<file path="config.mk">
export PLATFORM = sky130hd
export DESIGN_NAME = jump_ctl
export DESIGN_NICKNAME = d
export VERILOG_FILES = /design/src/rtl/jc_pkg.sv /design/src/rtl/jc_decode.sv /design/src/rtl/jc_cond.sv /design/src/rtl/jc_target.sv /design/src/rtl/jump_ctl.sv
export SDC_FILE = /design/constraint.sdc
export NUM_CORES = 1
export LEC_CHECK = 0
export ABC_CLOCK_PERIOD_IN_PS = 7200
export BUFFER_PORTS_ARGS = -buffer_cell sky130_fd_sc_hd__buf_4
export CORE_MARGIN = 4
export CORE_UTILIZATION = 35
export CTS_CLUSTER_DIAMETER = 60
export CTS_CLUSTER_SIZE = 28
export DETAILED_ROUTE_END_ITERATION = 10
export PLACE_DENSITY_LB_ADDON = 0.08
export SYNTH_ARGS = -nofsm -noshare
export SYNTH_HDL_FRONTEND = slang
export SYNTH_HIERARCHICAL = 1
export SYNTH_SLANG_ARGS = --single-unit
</file>
<file path="constraint.sdc">
create_clock -name clk -period 7.2 [get_ports clk]
set_clock_uncertainty 0.2 [all_clocks]
set_input_delay 1.08 -clock clk [delete_from_list [all_inputs] [get_ports clk]]
set_output_delay 1.08 -clock clk [all_outputs]
set_load 0.005 [all_outputs]
</file>
<file path="src/rtl/jc_pkg.sv">
package jc_pkg;
  localparam logic [2:0] CLS_J64 = 3'd5;
  localparam logic [2:0] CLS_J32 = 3'd6;

  localparam logic [3:0] OP_ALWAYS = 4'h0;
  localparam logic [3:0] OP_EQ     = 4'h1;
  localparam logic [3:0] OP_UGT    = 4'h2;
  localparam logic [3:0] OP_UGE    = 4'h3;
  localparam logic [3:0] OP_BITS   = 4'h4;
  localparam logic [3:0] OP_NE     = 4'h5;
  localparam logic [3:0] OP_SGT    = 4'h6;
  localparam logic [3:0] OP_SGE    = 4'h7;
  localparam logic [3:0] OP_CALL   = 4'h8;
  localparam logic [3:0] OP_EXIT   = 4'h9;
  localparam logic [3:0] OP_ULT    = 4'ha;
  localparam logic [3:0] OP_ULE    = 4'hb;
  localparam logic [3:0] OP_SLT    = 4'hc;
  localparam logic [3:0] OP_SLE    = 4'hd;

  typedef enum logic [2:0] {
    K_NONE, K_COND, K_ALWAYS, K_CALL, K_EXIT, K_BAD
  } jkind_e;
endpackage

</file>
<file path="src/rtl/jc_decode.sv">
module jc_decode
  import jc_pkg::*;
(
  input  logic [7:0] op,
  output logic       is_jump,
  output logic       is_narrow,
  output logic       use_reg,
  output logic [3:0] code,
  output jkind_e     kind
);
  logic [2:0] cls;
  assign cls       = op[2:0];
  assign code      = op[7:4];
  assign use_reg   = op[3];
  assign is_jump   = (cls == CLS_J64) || (cls == CLS_J32);
  assign is_narrow = (cls == CLS_J32);

  always_comb begin
    kind = K_NONE;
    if (is_jump) begin
      unique case (code)
        OP_ALWAYS: kind = is_narrow ? K_BAD : K_ALWAYS;
        OP_CALL:   kind = is_narrow ? K_BAD : K_CALL;
        OP_EXIT:   kind = is_narrow ? K_BAD : K_EXIT;
        4'he, 4'hf: kind = K_BAD;
        default:   kind = K_COND;
      endcase
    end
  end
endmodule

</file>
<file path="src/rtl/jc_cond.sv">
module jc_cond
  import jc_pkg::*;
#(
  parameter int DW = 64,
  parameter int IMW = 32
) (
  input  logic [DW-1:0]  a_dst,
  input  logic [DW-1:0]  a_src,
  input  logic [IMW-1:0] imm,
  input  logic           use_reg,
  input  logic           narrow,
  input  logic [3:0]     code,
  output logic           hit
);
  localparam int NW = 32;

  function automatic logic [DW-1:0] widen_imm(input logic [IMW-1:0] v);
    return {{(DW-IMW){v[IMW-1]}}, v};
  endfunction

  function automatic logic [DW-1:0] as_unsigned(input logic [DW-1:0] v, input logic n);
    return n ? {{(DW-NW){1'b0}}, v[NW-1:0]} : v;
  endfunction

  function automatic logic [DW-1:0] as_signed(input logic [DW-1:0] v, input logic n);
    return n ? {{(DW-NW){v[NW-1]}}, v[NW-1:0]} : v;
  endfunction

  logic [DW-1:0] rhs, lu, ru, ls, rs;
  logic eq_w, ult_w, slt_w, bits_w;

  assign rhs    = use_reg ? a_src : widen_imm(imm);
  assign lu     = as_unsigned(a_dst, narrow);
  assign ru     = as_unsigned(rhs, narrow);
  assign ls     = as_signed(a_dst, narrow);
  assign rs     = as_signed(rhs, narrow);
  assign eq_w   = (lu == ru);
  assign ult_w  = (lu < ru);
  assign slt_w  = ($signed(ls) < $signed(rs));
  assign bits_w = |(lu & ru);

  always_comb begin
    unique case (code)
      OP_ALWAYS: hit = 1'b1;
      OP_EQ:     hit = eq_w;
      OP_NE:     hit = !eq_w;
      OP_BITS:   hit = bits_w;
      OP_UGT:    hit = !ult_w && !eq_w;
      OP_UGE:    hit = !ult_w;
      OP_ULT:    hit = ult_w;
      OP_ULE:    hit = ult_w || eq_w;
      OP_SGT:    hit = !slt_w && !eq_w;
      OP_SGE:    hit = !slt_w;
      OP_SLT:    hit = slt_w;
      OP_SLE:    hit = slt_w || eq_w;
      default:   hit = 1'b0;
    endcase
  end
endmodule

</file>
<file path="src/rtl/jc_target.sv">
module jc_target #(
  parameter int IW = 12,
  parameter int DEPTH = 4096,
  parameter int OFW = 16
) (
  input  logic [IW-1:0]  idx,
  input  logic [OFW-1:0] off,
  input  logic           take,
  output logic [IW-1:0]  nxt,
  output logic           oob
);
  localparam int TW = ((IW > OFW) ? IW : OFW) + 2;

  function automatic logic signed [TW-1:0] add_disp(
    input logic [IW-1:0] base, input logic [OFW-1:0] d, input logic use_d);
    logic signed [TW-1:0] b, e;
    b = $signed({{(TW-IW){1'b0}}, base});
    e = use_d ? $signed({{(TW-OFW){d[OFW-1]}}, d}) : '0;
    return b + e + TW'(1);
  endfunction

  logic signed [TW-1:0] tgt;
  logic signed [TW-1:0] limit;

  assign limit = TW'(DEPTH);
  assign tgt   = add_disp(idx, off, take);
  assign oob   = (tgt < 0) || (tgt >= limit);
  assign nxt   = tgt[IW-1:0];
endmodule

</file>
<file path="src/rtl/jump_ctl.sv">
module jump_ctl
  import jc_pkg::*;
#(
  parameter int DW = 64,
  parameter int IW = 12,
  parameter int DEPTH = 4096,
  parameter int IMW = 32,
  parameter int OFW = 16
) (
  input  logic           clk,
  input  logic           rst_n,
  input  logic           in_valid,
  input  logic [7:0]     in_op,
  input  logic [DW-1:0]  in_dst,
  input  logic [DW-1:0]  in_src,
  input  logic [IMW-1:0] in_imm,
  input  logic [OFW-1:0] in_off,
  input  logic [IW-1:0]  in_idx,
  output logic           out_valid,
  output logic [IW-1:0]  out_idx,
  output logic           out_taken,
  output logic           out_call,
  output logic [IMW-1:0] out_fn_id,
  output logic           out_exit,
  output logic           out_fault,
  output logic           out_illegal,
  output logic           out_halted
);
  logic       is_jump, is_narrow, use_reg, hit, oob;
  logic [3:0] code;
  jkind_e     kind;
  logic [IW-1:0] nxt;

  jc_decode u_dec (
    .op(in_op), .is_jump(is_jump), .is_narrow(is_narrow),
    .use_reg(use_reg), .code(code), .kind(kind)
  );

  jc_cond #(.DW(DW), .IMW(IMW)) u_cond (
    .a_dst(in_dst), .a_src(in_src), .imm(in_imm), .use_reg(use_reg),
    .narrow(is_narrow), .code(code), .hit(hit)
  );

  logic take_w;
  assign take_w = (kind == K_COND || kind == K_ALWAYS) && hit;

  jc_target #(.IW(IW), .DEPTH(DEPTH), .OFW(OFW)) u_tgt (
    .idx(in_idx), .off(in_off), .take(take_w), .nxt(nxt), .oob(oob)
  );

  // named internal events
  logic accept_w, exit_w, bad_w, fault_w, call_w, stop_w;
  assign accept_w = in_valid && !out_halted;
  assign exit_w   = (kind == K_EXIT);
  assign bad_w    = (kind == K_BAD);
  assign fault_w  = oob && !exit_w && !bad_w;
  assign call_w   = (kind == K_CALL) && !fault_w;
  assign stop_w   = exit_w || bad_w || fault_w;

  always_ff @(posedge clk) begin
    if (!rst_n) begin
      out_valid   <= 1'b0;
      out_idx     <= '0;
      out_taken   <= 1'b0;
      out_call    <= 1'b0;
      out_fn_id   <= '0;
      out_exit    <= 1'b0;
      out_fault   <= 1'b0;
      out_illegal <= 1'b0;
      out_halted  <= 1'b0;
    end else begin
      out_valid   <= accept_w;
      out_taken   <= accept_w && take_w && !fault_w;
      out_call    <= accept_w && call_w;
      out_exit    <= accept_w && exit_w;
      out_fault   <= accept_w && fault_w;
      out_illegal <= accept_w && bad_w;
      if (accept_w) begin
        out_idx <= stop_w ? in_idx : nxt;
        if (call_w) out_fn_id <= in_imm;
        if (stop_w) out_halted <= 1'b1;
      end
    end
  end

  assert_valid_latency_R1: assert property (@(posedge clk) disable iff (!rst_n)
    out_valid |-> $past(in_valid));
  assert_one_event_R7: assert property (@(posedge clk) disable iff (!rst_n)
    $onehot0({out_taken, out_call, out_exit, out_fault, out_illegal}));
  assert_call_adv_R9: assert property (@(posedge clk) disable iff (!rst_n)
    out_call |-> ({1'b0, out_idx} == {1'b0, $past(in_idx)} + (IW+1)'(1)) && !out_taken);
  assert_call_pulse_R9: assert property (@(posedge clk) disable iff (!rst_n)
    out_call |-> out_fn_id == $past(in_imm));
  assert_exit_hold_R10: assert property (@(posedge clk) disable iff (!rst_n)
    out_exit |-> out_idx == $past(in_idx) && out_halted);
  assert_fault_halt_R11: assert property (@(posedge clk) disable iff (!rst_n)
    out_fault |-> out_halted && out_idx == $past(in_idx));
  assert_illegal_halt_R12: assert property (@(posedge clk) disable iff (!rst_n)
    out_illegal |-> out_halted);
  assert_halt_quiet_R13: assert property (@(posedge clk) disable iff (!rst_n)
    out_halted |=> !out_valid && out_halted);
endmodule

</file>
==> impl_summary.txt, run 1 <==
----------------------------------------------------
[Run status]
  Outcome ... finished clean

[Place]
  HPWL Detailed ... 22800 um
  Cell Area, Placed ... 11300 um2
  Number of port buffers ... 249
  Post-placement setup slack ... -201 ps
  DP Cell Count ... 1653
  Gpl congestion ... 0.901

[Final layout]
  Number of antenna repair diodes ... 0
  Proportion of layout cells with a drive suffix above 1 ... 36.2%
  Count of nets after finishing ... 1767
  Area overhead of the layout relative to synthesis ... 51.8%
  Final instance area ... 11800 um2
  Number of fill cells in the layout ... 2194
  Post-route non-filler standard cell count ... 1676

[Clock network]
  Skew-Pair Late Insertion Delay ... 300 ps
  Root buf cell ... clkbuf_16
  Sinks on Clock Net ... 51
  Post-CTS Hold Buffers ... 0
  Maximum number of buffers from clock root to sink ... 2
  Clock-pin slew on the worst setup and hold paths ... 60 ps
  CTS tree ... yes
  Inserted Clock Buffers ... 5
  H-tree level count ... 2

[Setup path]
  Worst-path fanout max ... 6
  Delay of the slowest critical-path stage ... 540 ps
  Class of the most critical setup path ... input port to flip-flop
  Cells on worst reg2reg path ... 4
  Crit. End Element ... flip-flop
  Data arrival time at the worst-slack endpoint ... 7140 ps
  Worst path buffer plus inverter count ... 8
  Stages on worst setup path ... 29
  Library cell contributing the largest single delay on the critical path ... or4_4
  Element type at the critical path start ... input port
  Last element of the critical path ... out_fn_id[22]$_SDFFE_PN0P_
  Reg2Reg Launch Point ... out_halted$_SDFFE_PN0P_
  Slack of the worst reg-to-reg path ... 5080 ps
  Data required time of the worst path ... 7220 ps
  Cell class contributing the biggest share of worst-path delay ... simple AND/OR/NAND/NOR gates
  Critical Path Source ... in_op[1]
  Endpoint of the worst register-to-register path ... out_fn_id[22]$_SDFFE_PN0P_

[Power and ir drop]
  Relative contribution of the clock network to total power ... 22.0%
  Internal Power ... 0.000825 W
  Share of total power consumed by net switching ... 35.5%
  Leak Pwr ... 6.04 nW
  Sequential fraction of design power ... 23.5%
  Switching power of the nets ... 0.000455 W
  Part of the total power dissipated in combinational logic ... 54.5%
  Power density of the placed cells ... 108 nW/um2
  VDD IR-drop max ... 0.0000755 V

[STA]
  Worst slew slack as a fraction of its limit ... 22.3%
  Number of max-slew violations in the final report ... 0
  Minimum clock period after layout ... 7120 ps
  Final cycle utilization of the critical path ... 98.9%
  Measured slew at the worst slew-check pin ... 1170 ps
  Hold slack final ... 261 ps
  Final hold violations ... 0
  Unrepaired setup endpoints after global routing ... true
  Setup Viol. Count Final ... 0
  Maximum clock frequency ... 140 MHz
  Final worst slack ... 78.4 ps

[Yosys]
  Average instance area after synthesis ... 7.67 um2
  Cell area after synthesis ... 7800 um2
  YS warnings ... 6
  Synthesized netlist net count ... 1389
  Gate Count Post-Synth ... 1017

[Min path]
  Hold/Removal Path Class ... flip-flop to flip-flop

[Routing]
  Total via count after detailed routing ... 8394
  Average wire per standard cell ... 16.3 um
  Residual DRC count ... 0
  DR vias/cell ... 5.01
  Antenna-violating nets left ... 0
  Routed WL ... 27400 um
  Drt initial violations ... 198
  DRT Pass-1 Iters ... 4

[GRT]
  Number of global-route vias before repair ... 8646
  Grt total ovfl ... 0
  Pin count of the biggest net entering global routing ... 80
  First-pass GRT wire length ... 42400 um
  Antenna violations before repair ... 0
  Total global routing track utilization ... 21.0%

[Floorplanning]
  Initial cell density of the core ... 35.6%
  I/O pins ... 250
  Die extent in x ... 157 um
  Die Outline Area ... 24700 um2
  Number of core rows ... 54
  Die height ... 157 um
  Core region area ... 21900 um2

[Flow run]
  Max capacitance violation total ... 0

----------------------------------------------------
==> power by group through the flow <==
| stage | Combinational (W) | Sequential, W | Clock [W] |
|---|---|---|---|
| global placement | 0.000661 | 0.000307 | 0 |
| finish | 0.000698 | 0.000300 | 0.000282 |
| detailed placement | 0.000665 | 0.000307 | 0 |
| global route | 0.000779 | 0.000302 | 0.000301 |
| floorplan | 0.000359 | 0.000307 | 0 |
| CTS | 0.000669 | 0.000300 | 0.000290 |
==> area by class of cell <==
cell class              count  area (um2)  area share (%)
inverters                  74         280            2.37
repair buffers            427        3500            29.5
well taps                 280         350            2.96
multi-input cells         836        6520            55.1
clock inverters             3        43.8           0.370
flip-flops and latches     51        1020            8.62
clock buffers               5         125            1.06
==> metrics by stage <==
| stage | setup TNS (ps) | total power (W) | utilization [%] |
|---|---|---|---|
| 6_report | 0 | 0.00128 | 54.1 |
| 5_1_grt | -9050 | 0.00138 | 54.1 |
| 4_1_cts | 0 | 0.00126 | 52.2 |
| 3_5_place_dp | -7670 | 0.000971 | 51.5 |
| 3_3_place_gp | -6020 | 0.000967 | 51.5 |
| 2_1_floorplan | 0 | 0.000666 | - |
==> how the worst min path moves through the flow <==
| stage | cells after the start | to | slack [ps] | startpoint |
|---|---|---|---|---|
| global route | 2 | out_fn_id[26]$_SDFFE_PN0P_ | 280 | out_fn_id[26]$_SDFFE_PN0P_ |
| floorplan | 2 | out_fn_id[0]$_SDFFE_PN0P_ | 250 | out_fn_id[0]$_SDFFE_PN0P_ |
| detailed placement | 2 | out_fn_id[21]$_SDFFE_PN0P_ | 250 | out_fn_id[21]$_SDFFE_PN0P_ |
| CTS | 2 | out_fn_id[21]$_SDFFE_PN0P_ | 260 | out_fn_id[21]$_SDFFE_PN0P_ |
| global placement | 2 | out_fn_id[24]$_SDFFE_PN0P_ | 240 | out_fn_id[24]$_SDFFE_PN0P_ |
| finish | 2 | out_fn_id[26]$_SDFFE_PN0P_ | 260 | out_fn_id[26]$_SDFFE_PN0P_ |
==> placed cells by master (no fill, tap or decap), types with 4 or more instances in the layout <==
master,n
xnor2_1,9
nand2b_1,5
nor3_1,8
clkbuf_16,10
buf_6,11
mux2i_1,61
and2_1,14
buf_4,398
nor2_1,61
nand4_1,22
a211oi_1,20
a21oi_4,9
dfxtp_1,51
ha_1,167
nand2_1,134
a21o_1,44
nor4_1,33
a21oi_2,19
nor2b_1,35
a31oi_1,5
nand3_1,23
ha_4,4
o21ai_1,7
a21oi_1,56
o21ai_0,21
xor2_1,5
inv_1,71
buf_12,13
==> worst register-to-register path, stage by stage (launching register included) <==
cell	delay, ps
dfxtp_1	330
nand2b_1	670
nor2_8	450
clkbuf_16	220
mux2i_1	180
==> registers in the layout, indices dropped and copies added, names as in the netlist <==
name         count
out_call         1
out_exit         1
out_fault        1
out_fn_id       32
out_halted       1
out_idx         12
out_illegal      1
out_taken        1
out_valid        1
==> per-layer routing <==
layer	vias to the layer above	routed length (um)	global-route usage, %
met5	-	0	0
met4	0	436	4.88
met3	25	1470	3.99
met2	171	14100	39.1
met1	3863	11400	24.8
li1	4335	-	-
==> timing repair <==
item	in CTS	in global routing
gates resized for setup	0	46
setup endpoints to repair	0	48
buffers inserted	0	11
(Power assumes the default switching activity.)
==> run 2: changes to the inputs <==
CORE_MARGIN = default   (was 4)
==> impl_summary.txt, run 2 (synthesis results as in run 1) <==
----------------------------------------------------
[Final layout]
  Count of nets after finishing ... 1748
  Max reg flops ... 32
  Biggest regs ... out_fn_id (32), out_idx (12)
  Number of antenna repair diodes ... 0
  Commonest non-fill, non-tap cell in the layout ... buf_4
  Most frequent cells in the layout ... buf_4, ha_1, nand2_1
  Proportion of layout cells with a drive suffix above 1 ... 34.0%
  Number of fill cells in the layout ... 2149
  Post-route non-filler standard cell count ... 1657
  Biggest register ... out_fn_id
  Area overhead of the layout relative to synthesis ... 46.7%

[Flow run]
  Max capacitance violation total ... 0

[Clock network]
  H-tree level count ... 2
  Maximum number of buffers from clock root to sink ... 2
  Root buf cell ... clkbuf_16
  Skew-Pair Late Insertion Delay ... 290 ps
  Post-CTS Hold Buffers ... 0
  CTS tree ... yes
  Inserted Clock Buffers ... 5
  Clock-pin slew on the worst setup and hold paths ... 70 ps
  Sinks on Clock Net ... 51

[Setup path]
  Crit. End Element ... flip-flop
  Cells on worst reg2reg path ... 4
  Class of the most critical setup path ... input port to flip-flop
  Data required time of the worst path ... 7220 ps
  Endpoint of the worst register-to-register path ... out_fn_id[31]$_SDFFE_PN0P_
  Worst-path fanout max ... 22
  Reg2Reg Launch Point ... out_halted$_SDFFE_PN0P_
  Element type at the critical path start ... input port
  Data arrival time at the worst-slack endpoint ... 6990 ps
  Slack of the worst reg-to-reg path ... 5060 ps

[STA]
  Final hold violations ... 0
  Unrepaired setup endpoints after global routing ... true
  Number of max-slew violations in the final report ... 0
  Final worst slack ... 237 ps
  Maximum clock frequency ... 144 MHz
  Minimum clock period after layout ... 6960 ps
  Final cycle utilization of the critical path ... 96.7%
  Measured slew at the worst slew-check pin ... 1210 ps
  Hold slack final ... 261 ps
  Worst slew slack as a fraction of its limit ... 19.6%
  Setup Viol. Count Final ... 0

[Min path]
  Hold path startpoint ... out_fn_id[25]$_SDFFE_PN0P_
  Destination of the worst hold path ... out_fn_id[25]$_SDFFE_PN0P_
  Cell depth of the worst hold path ... 2
  Hold/Removal Path Class ... flip-flop to flip-flop

[Floorplanning]
  Die extent in x ... 151 um
  I/O pins ... 250
  Die height ... 151 um
  Core region area ... 21800 um2
  Die Outline Area ... 22900 um2
  Initial cell density of the core ... 35.7%
  Number of core rows ... 54

[Routing]
  Drt initial violations ... 216
  DRT Pass-1 Iters ... 4
  Average wire per standard cell ... 15.6 um
  Total via count after detailed routing ... 8255
  DR vias/cell ... 4.98
  Residual DRC count ... 0
  Antenna-violating nets left ... 0
  Routed WL ... 25900 um

[Place]
  Post-placement setup slack ... -138 ps
  DP Cell Count ... 1646
  Number of port buffers ... 249
  Gpl congestion ... 0.852
  HPWL Detailed ... 21800 um

[Power and ir drop]
  Relative contribution of the clock network to total power ... 21.4%
  VDD IR-drop max ... 0.000140 V
  Sequential fraction of design power ... 24.6%
  Leak Pwr ... 5.90 nW
  Power density of the placed cells ... 107 nW/um2
  Internal Power ... 0.000783 W
  Overall power of the completed layout ... 0.00122 W
  Switching power of the nets ... 0.000438 W
  Share of total power consumed by net switching ... 35.9%
  Part of the total power dissipated in combinational logic ... 54.1%

[GRT]
  Pin count of the biggest net entering global routing ... 80
  Number of global-route vias before repair ... 8067
  First-pass GRT wire length ... 40400 um
  Grt total ovfl ... 0
  Antenna violations before repair ... 0
  Total global routing track utilization ... 22.4%

[Run status]
  Outcome ... finished clean

----------------------------------------------------
-- run 2: timing repair --
action | 4_1_cts | 5_1_grt
setup buffers | 0 | 1
gates resized for setup | 0 | 13
setup endpoints to repair | 0 | 45
-- run 2: how the worst max path moves through the flow --
stage,startpoint,to,depth (start not counted)
final,in_op[3],out_fn_id[31]$_SDFFE_PN0P_,28
after global routing,in_op[3],out_fn_id[2]$_SDFFE_PN0P_,30
after CTS,in_op[2],out_fn_id[24]$_SDFFE_PN0P_,31
after detailed placement,in_op[2],out_fn_id[24]$_SDFFE_PN0P_,31
after global placement,in_op[2],out_fn_id[18]$_SDFFE_PN0P_,31
after floorplan,in_op[3],out_fn_id[0]$_SDFFE_PN0P_,31
-- run 2: area by class of cell --
| type | instances | area (um2) | area share, % |
|---|---|---|---|
| repair buffers | 408 | 3230 | 28.2 |
| multi-input cells | 836 | 6410 | 56.0 |
| well taps | 280 | 350 | 3.06 |
| clock buffers | 8 | 156 | 1.37 |
| flip-flops and latches | 51 | 1020 | 8.92 |
| inverters | 74 | 279 | 2.44 |
-- run 2: metrics by stage --
stage	utilization [%]	cell area, um2	setup TNS [ps]
after CTS	51.9	11300	0
after global placement	51.2	11200	-3920
after detailed placement	51.2	11200	-5050
final	52.4	11400	0
after global routing	52.4	11400	-32.8
after floorplan	-	8100	0
-- run 2: worst max-delay path, stage by stage --
cell	delay (ps)
buf_4	140
nand2b_2	200
buf_12	170
buf_4	180
a21oi_2	160
inv_1	60
ha_1	290
nand4_1	170
or4_4	570
a211oi_2	210
a31oi_1	80
a21oi_1	180
mux2i_1	200
nor3b_1	60
a2111o_1	380
nor3b_4	180
and2_4	180
ha_1	250
nor2b_1	140
o31a_1	250
or4_4	480
and2_4	150
mux2_4	180
nand4_1	110
nand4bb_4	250
nor2_8	220
clkbuf_16	230
mux2i_1	180
-- run 2: power by group through the flow --
stage | Clock (W) | Combinational, W | Sequential, W
2_1_floorplan | 0 | 0.000359 | 0.000307
3_3_place_gp | 0 | 0.000650 | 0.000307
3_5_place_dp | 0 | 0.000654 | 0.000306
4_1_cts | 0.000269 | 0.000658 | 0.000300
5_1_grt | 0.000280 | 0.000736 | 0.000302
6_report | 0.000261 | 0.000660 | 0.000300
-- run 2: metal layers --
layer | track usage, % | wire [um] | up-vias
met5 | 0 | 0 | -
met1 | 27.6 | 11500 | 3760
met2 | 40.1 | 12500 | 186
met3 | 3.61 | 1430 | 24
li1 | - | - | 4285
met4 | 5.10 | 475 | 0
